[src/rtl/rtdp_pkg.sv]
package rtdp_pkg;
   typedef enum logic [0:0] {
      OPND_FROM_REG = 1'b0,
      OPND_FROM_DIN = 1'b1
   } opnd_sel_e;

   typedef enum logic [1:0] {
      RES_SUM  = 2'd0,
      RES_DIN  = 2'd1,
      RES_REG  = 2'd2,
      RES_PROD = 2'd3
   } res_sel_e;

   typedef enum logic [1:0] {
      ACC_CLEAR = 2'd0,
      ACC_HOLD  = 2'd1,
      ACC_LOAD  = 2'd2,
      ACC_KEEP  = 2'd3
   } acc_op_e;
endpackage

[src/rtl/rtdp_opnd_mux.sv]
module rtdp_opnd_mux #(
   parameter int DATA_W = 8
) (
   input  logic              sel,
   input  logic [DATA_W-1:0] reg_val,
   input  logic [DATA_W-1:0] ext_val,
   output logic [DATA_W-1:0] opnd
);
   import rtdp_pkg::*;

   opnd_sel_e sel_e;

   always_comb begin
      sel_e = opnd_sel_e'(sel);
      unique case (sel_e)
         OPND_FROM_REG: opnd = reg_val;
         OPND_FROM_DIN: opnd = ext_val;
         default:       opnd = reg_val;
      endcase
   end
endmodule

[src/rtl/rtdp_multiplier.sv]
module rtdp_multiplier #(
   parameter int DATA_W    = 8,
   parameter bit SHIFT_ADD = 1'b0
) (
   input  logic [DATA_W-1:0] mcand,
   input  logic [DATA_W-1:0] mplier,
   output logic [DATA_W-1:0] prod
);
   generate
      if (SHIFT_ADD) begin : g_array
         logic [DATA_W-1:0] partial [DATA_W+1];
         assign partial[0] = '0;
         for (genvar i = 0; i < DATA_W; i++) begin : g_row
            logic [DATA_W-1:0] term;
            assign term          = mplier[i] ? (mcand << i) : '0;
            assign partial[i+1]  = partial[i] + term;
         end
         assign prod = partial[DATA_W];
      end else begin : g_behav
         logic [2*DATA_W-1:0] full;
         assign full = {{DATA_W{1'b0}}, mcand} * {{DATA_W{1'b0}}, mplier};
         assign prod = full[DATA_W-1:0];
      end
   endgenerate
endmodule

[src/rtl/rtdp_result_mux.sv]
module rtdp_result_mux #(
   parameter int DATA_W        = 8,
   parameter bit MUL_SHIFT_ADD = 1'b0
) (
   input  logic [1:0]        sel,
   input  logic [DATA_W-1:0] opnd_a,
   input  logic [DATA_W-1:0] opnd_b,
   input  logic [DATA_W-1:0] reg_val,
   input  logic [DATA_W-1:0] acc_val,
   input  logic [DATA_W-1:0] ext_val,
   output logic [DATA_W-1:0] result
);
   import rtdp_pkg::*;

   logic [DATA_W-1:0] sum;
   logic [DATA_W-1:0] prod;
   res_sel_e          sel_e;

   assign sum = opnd_a + acc_val;

   rtdp_multiplier #(
      .DATA_W    (DATA_W),
      .SHIFT_ADD (MUL_SHIFT_ADD)
   ) u_mul (
      .mcand  (opnd_b),
      .mplier (acc_val),
      .prod   (prod)
   );

   always_comb begin
      sel_e = res_sel_e'(sel);
      unique case (sel_e)
         RES_SUM:  result = sum;
         RES_DIN:  result = ext_val;
         RES_REG:  result = reg_val;
         RES_PROD: result = prod;
         default:  result = sum;
      endcase
   end
endmodule

[src/rtl/rtdp_acc_reg.sv]
module rtdp_acc_reg #(
   parameter int DATA_W = 8
) (
   input  logic              clk,
   input  logic              rst,
   input  logic [1:0]        op,
   input  logic [DATA_W-1:0] d,
   output logic [DATA_W-1:0] q
);
   import rtdp_pkg::*;

   acc_op_e           op_e;
   logic [DATA_W-1:0] q_next;

   always_comb begin
      op_e = acc_op_e'(op);
      unique case (op_e)
         ACC_CLEAR: q_next = '0;
         ACC_LOAD:  q_next = d;
         ACC_HOLD,
         ACC_KEEP:  q_next = q;
         default:   q_next = q;
      endcase
   end

   always_ff @(posedge clk) begin
      if (rst) q <= '0;
      else     q <= q_next;
   end
endmodule

[src/rtl/rtdp_datapath.sv]
module rtdp_datapath #(
   parameter int DATA_W        = 8,
   parameter bit MUL_SHIFT_ADD = 1'b0
) (
   input  logic              clk,
   input  logic              rst,
   input  logic              opnd_we,
   input  logic [DATA_W-1:0] opnd_wdata,
   input  logic              sel_a,
   input  logic              sel_b,
   input  logic [1:0]        sel_res,
   input  logic [1:0]        acc_op,
   input  logic [DATA_W-1:0] din,
   output logic [DATA_W-1:0] acc_q,
   output logic [DATA_W-1:0] res_out
);
   localparam int MAX_W = 64;

   generate
      if (DATA_W < 1 || DATA_W > MAX_W) begin : g_bad_width
         $error("rtdp_datapath: DATA_W out of range");
      end
   endgenerate

   logic [DATA_W-1:0] opnd_q;
   logic [DATA_W-1:0] opnd_a;
   logic [DATA_W-1:0] opnd_b;

   always_ff @(posedge clk) begin
      if (rst)          opnd_q <= '0;
      else if (opnd_we) opnd_q <= opnd_wdata;
   end

   rtdp_opnd_mux #(.DATA_W(DATA_W)) u_mux_a (
      .sel     (sel_a),
      .reg_val (opnd_q),
      .ext_val (din),
      .opnd    (opnd_a)
   );

   rtdp_opnd_mux #(.DATA_W(DATA_W)) u_mux_b (
      .sel     (sel_b),
      .reg_val (opnd_q),
      .ext_val (din),
      .opnd    (opnd_b)
   );

   rtdp_result_mux #(
      .DATA_W        (DATA_W),
      .MUL_SHIFT_ADD (MUL_SHIFT_ADD)
   ) u_res (
      .sel     (sel_res),
      .opnd_a  (opnd_a),
      .opnd_b  (opnd_b),
      .reg_val (opnd_q),
      .acc_val (acc_q),
      .ext_val (din),
      .result  (res_out)
   );

   rtdp_acc_reg #(.DATA_W(DATA_W)) u_acc (
      .clk (clk),
      .rst (rst),
      .op  (acc_op),
      .d   (res_out),
      .q   (acc_q)
   );
endmodule

[config.mk]
export PLATFORM = sky130hd
export DESIGN_NAME = rtdp_datapath
export DESIGN_NICKNAME = d
export VERILOG_FILES = /design/src/rtl/rtdp_pkg.sv /design/src/rtl/rtdp_opnd_mux.sv /design/src/rtl/rtdp_multiplier.sv /design/src/rtl/rtdp_result_mux.sv /design/src/rtl/rtdp_acc_reg.sv /design/src/rtl/rtdp_datapath.sv
export SDC_FILE = /design/constraint.sdc
export NUM_CORES = 1
export LEC_CHECK = 0
export CAP_MARGIN = 20
export CORE_MARGIN = 5
export CORE_UTILIZATION = 58
export CTS_CLUSTER_DIAMETER = 60
export DETAILED_ROUTE_END_ITERATION = 6
export DONT_BUFFER_PORTS = 1
export PLACE_DENSITY = 0.76
export SLEW_MARGIN = 10
export SYNTH_ARGS = -nofsm -noshare
export SYNTH_HDL_FRONTEND = slang
export SYNTH_SLANG_ARGS = --single-unit
[constraint.sdc]
create_clock -name clk -period 5.3 [get_ports clk]
set_clock_uncertainty 0.15 [all_clocks]
set_input_delay 0.53 -clock clk [delete_from_list [all_inputs] [get_ports clk]]
set_output_delay 0.53 -clock clk [all_outputs]
set_load 0.02 [all_outputs]
After elaboration in Yosys (flattened, before gate mapping). Cells that the tools add are included.

$add $sub $neg: 1. Multipliers: 1. Equality and inequality tests: 6. Muxes and demuxes: 4. Bitwise gates (word level): 2. Reductions and logical operators: 3.

Operator list (count): $pmux W8 S2 (3); $pmux W8 S4 (1); $add A8 B8 Y8 (1); $eq A2 B2 Y1 const B (4); $mul A8 B8 Y8 (1); $eq A2 B1 Y1 const B (2); $logic_not A2 Y1 (2); $not A1 Y1 (2); $reduce_or A2 Y1 (1).

Flip-flop bits (word level): 16. Bits of input ports: 25. Output and inout port bits: 16. Logic and storage cells: 19.

Depth between registers and ports, before layout.
Depth in word-level cells: 5. Mapped depth: 18. Mapped depth without buffers: 17.

Modules after synthesis. From an unflattened synthesis, not the netlist that was laid out.

Cell total of the unflattened synthesis: 237. Area, all modules: 2277.2 um^2.

Modules (own cells, without submodules): rtdp_multiplier (times used 1, cells each 102, area an instance 884.6 um^2, sequential area each 0.0 um^2); rtdp_result_mux (times used 1, cells each 56, area an instance 534.3 um^2, sequential area each 0.0 um^2); rtdp_acc_reg (times used 1, cells each 35, area an instance 310.3 um^2, sequential area each 160.2 um^2); rtdp_datapath (times used 1, cells each 26, area an instance 285.3 um^2, sequential area each 160.2 um^2); rtdp_opnd_mux (times used 2, cells each 9, area an instance 131.4 um^2, sequential area each 0.0 um^2).

Least setup slack after synthesis. No wires, ideal clock.

Path type: input to output. From: in sel_b. To: out res_out[7]. Arrival time: 4.454 ns. Required time: 4.620 ns. Setup slack: 0.166 ns. Stages on the path: 16. Buffers on the path: 1. Path through: buf_6 -> mux2_4 -> nand2_1 -> fa_1 -> fa_1 -> inv_1 -> fa_1 -> inv_1 -> fa_1 -> inv_1 -> ha_1 -> a21oi_1 -> xnor2_1 -> xnor3_1 -> a31o_1 -> and2_1.

Cells in the longest elaborated chain, start to end: 4.

RTL lines: from (decl) (RTL line rtdp_datapath.sv:10) `input logic sel_b,`; $not A1 Y1 (RTL line rtdp_opnd_mux.sv:15) `unique case (sel_e)`; $pmux W8 S2 * (RTL line rtdp_opnd_mux.sv:15); $mul A8 B8 Y8 * (RTL line rtdp_multiplier.sv:21) `assign full = {{DATA_W{1'b0}}, mcand} * {{DATA_W{1'b0}}, mplier};`; $pmux W8 S4 * (RTL line rtdp_result_mux.sv:32) `unique case (sel_e)`; to (decl) (RTL line rtdp_datapath.sv:15) `output logic [DATA_W-1:0] res_out`.

Mark *: on every way between the ends. The rest lies on a longest branch, timed or not.

Worst setup path in the final report.
From: reg opnd_q[1]. To: out res_out[7].

Cells in the longest elaborated chain, start to end: 3. Elaborated cells on any way between the ends: 5. Classes of those cells: add/sub (1); mul (1); mux (3).

RTL lines: from (decl) (RTL line rtdp_datapath.sv:25) `logic [DATA_W-1:0] opnd_q;`; from (signal assigned) (RTL line rtdp_datapath.sv:31) `else if (opnd_we) opnd_q <= opnd_wdata;`; $pmux W8 S2 (RTL line rtdp_opnd_mux.sv:15); $mul A8 B8 Y8 / $add A8 B8 Y8 (equally long branches) (RTL line rtdp_multiplier.sv:21, rtdp_result_mux.sv:19); $pmux W8 S4 * (RTL line rtdp_result_mux.sv:32).

Marks and branches as above.

==> impl_metrics.csv <==
group,metric,value,unit
status,status,"completed",
place,place_congestion,0.814,
die,initial_core_util,0.594,
timing,final.setup.tns,0,ns
power_and_ir_drop,ir_drop,0.000162,V
detailed_routing,first_iter_violations,72,
critical_path,rrSetupSlack,0.86,ns
logic_synthesis,ys_ff_latch,16,
global_route,antenna_found_initial,0,
cells_and_area,syn_to_final_growth,6.66,%
flow_run,cap_viol_max_count,0,
logic_synthesis,synth_cell_type_count,40,
timing,period_needed,5.13,ns
cells_and_area,fin_cells,288,
place,dp.cells,284,
logic_synthesis,synth_fp_nets,301,
timing,maxSlewViolCount,0,
place,portBuffers,0,
timing,hold_viol,0,
detailed_routing,wl_per_cell,17.8,um
worst_hold_path,hold_depth,1,
critical_path,critPathArrivalTime,4.45,ns
critical_path,rr_startpoint,"opnd_q[1]$_SDFFE_PP0P_",
clock_network,clock_path_buffers,2,
global_route,grt_pass1_vias,1698,
die,dieArea,5040,um^2
global_route,grt_max_degree,17,
die,design.portCount,41,
power_and_ir_drop,powerDensity,156,nW/um^2
logic_synthesis,syn_inst,240,
die,die-height,71.0,um
timing,relSlewSlack,0.535,
clock_network,tritoncts.num_buffers,3,
cells_and_area,antenna_cells,0,
logic_synthesis,avgSynthCellArea,9.00,um^2
die,core_area,3630,um^2
critical_path,cp-end-kind,"output port",
power_and_ir_drop,finalPower,359,uW
clock_network,cts_sinks,16,
timing,fin_crit_sh,0.968,
power_and_ir_drop,leakage,0.00110,uW
die,die_w,71.0,um
die,rows,22,
critical_path,critPathLaunchType,"flip-flop",
global_route,use_met3,0.0412,
cells_and_area,utilization,0.634,
cells_and_area,mostFrequentLayoutCells,"inv_1 (31), ha_1 (22), nor2_1 (21)",
global_route,use_met2,0.360,
clock_network,cts.reportedPaths.clkPinSlew,0.07,ns
timing,tightest_slew,0.696,ns
global_route,grt.busiest_layer,"met2",
clock_network,cts_root_buf,"clkbuf_8",
detailed_routing,antenna_left,0,
detailed_routing,vias,1661,
logic_synthesis,synthTopCellsByArea,"dfxtp_1 (15%), ha_1 (13%), fa_1 (12%)",
worst_hold_path,hold_class,"in -> reg",
cells_and_area,drive_above_1_share,0.167,
clock_network,h-tree-depth,1,
detailed_routing,viasPerCell,5.77,
detailed_routing,drt-pass1-iter-count,4,
critical_path,critPathKind,"reg -> out",
timing,setup_viol,0,
global_route,grt_pass1_wl,8470,um
clock_network,cts_setup_buffers,0,
logic_synthesis,yosysSeqAreaShare,0.148,
timing,max_freq,195,MHz
timing,rsz0062_at_grt,"false",
place,dp_hpwl,4220,um
logic_synthesis,synth_top_cell_by_area,"dfxtp_1",
clock_network,cts_tree,"done",
logic_synthesis,syn-cell-area,2160,um^2
global_route,use_met1,0.267,
critical_path,critPathMaxFanout,7,
global_route,grt_use_total,0.213,
clock_network,cts_hold_buf,0,
global_route,grt-ovfl-total,0,
detailed_routing,wl,5130,um
critical_path,reg2reg_depth,16,
worst_hold_path,hp-start,"rst",
logic_synthesis,ys_warn_count,0,
critical_path,reg2reg_to,"u_acc.q[7]$_SDFFE_PP0N_",
logic_synthesis,yosysTopAreaCellShare,0.148,
worst_hold_path,min_to,"opnd_q[6]$_SDFFE_PP0P_",
critical_path,cp.required,4.62,ns
detailed_routing,route.detailed.drc,0,
cells_and_area,nets,302,
clock_network,clkLatencyLatePin,0.26,ns
cells_and_area,layout_commonest_cell,"inv_1",
-- metal layers --
layer | up-vias | wire length (um) | share of wire
li1 | 796 | - | -
met1 | 802 | 2120 | 0.41
met2 | 50 | 2570 | 0.50
met3 | 13 | 298 | 0.058
met4 | 0 | 141 | 0.028
met5 | - | 0 | 0
-- cells in the mapped netlist (all sizes together) --
library cell	n
and2	11
a21boi	1
fa	13
mux4	5
nand2b	5
a2bb2oi	1
mux2	12
xnor2	17
nand2	20
nor2	21
and2b	1
a31o	2
nand3	1
clkbuf	6
xor2	2
o21a	2
a221oi	1
clkinv	1
a32oi	1
buf	3
nor3	1
o21ai	5
ha	23
xnor3	1
a21o	3
a22oi	7
nor2b	6
dfxtp	16
inv	31
or3	1
a21oi	5
o41a	1
mux2i	14
-- registers in the layout, summed over array words and instances (netlist names) --
name / count
opnd_q: 8
u_acc.q: 8
-- power by group --
part	internal [uW]	switching [uW]
Clock	66.1	48.5
Combinational	52.4	56.5
Sequential	126	9.59
Total	245	115
-- area by class of cell --
cell class / count / area (um^2)
Fill cell: 340 / 1330
Inverter: 32 / 120
Clock buffer: 4 / 55.1
Tap cell: 48 / 60.1
Timing Repair Buffer: 5 / 37.5
Sequential cell: 16 / 328
Multi-Input combinational cell: 183 / 1700
-- through the flow --
| step | instance area [um^2] | setup slack, ns | hold WS, ns |
|---|---|---|---|
| after global placement | 2210 | 0.175 | 0.378 |
| after floorplan | 2160 | 0.166 | 0.342 |
| after CTS | 2270 | 0.0294 | 0.180 |
| after detailed placement | 2210 | 0.0875 | 0.381 |
| final | 2300 | 0.172 | 0.178 |
| after global routing | 2300 | 0.0116 | 0.168 |
-- cell families after synthesis --
kind of cell               Yosys count  share of synthesized area
AOI/OAI and AO/OA                   29                     0.0939
xor gates and xnor gates            20                     0.0910
adders and majority gates           36                      0.254
buffers and inverters               41                     0.0753
DFF                                 16                      0.148
muxes                               31                      0.191
and+or+nand+nor                     67                      0.147
-- worst max-delay path by stage --
stage / to / slack, ns / startpoint
2_1_floorplan: res_out[7] / 0.17 / sel_b
3_3_place_gp: res_out[7] / 0.17 / sel_b
3_5_place_dp: res_out[7] / 0.09 / sel_b
4_1_cts: res_out[7] / 0.03 / opnd_q[1]$_SDFFE_PP0P_
5_1_grt: res_out[7] / 0.01 / opnd_q[1]$_SDFFE_PP0P_
6_report: res_out[7] / 0.17 / opnd_q[1]$_SDFFE_PP0P_
-- critical path: stages (launching register included) --
cell and delay (ns):
dfxtp_4 0.36, mux2_4 0.30, and2_1 0.17, ha_1 0.21, fa_1 0.48, ha_1 0.29, inv_1 0.05, fa_1 0.52
inv_1 0.07, fa_2 0.39, a21o_1 0.19, a21oi_2 0.16, xnor2_1 0.13, xnor3_1 0.40, a31o_1 0.23, and2_2 0.21
-- what timing repair did --
action                                  CTS  global route
endpoints found under the setup margin    1             1
pin swaps                                 0             1
gates resized for setup                   1            10
endpoints found under the hold margin     0             0
cloned                                    0             0
No activity file was read; power rests on OpenSTA's default activity.
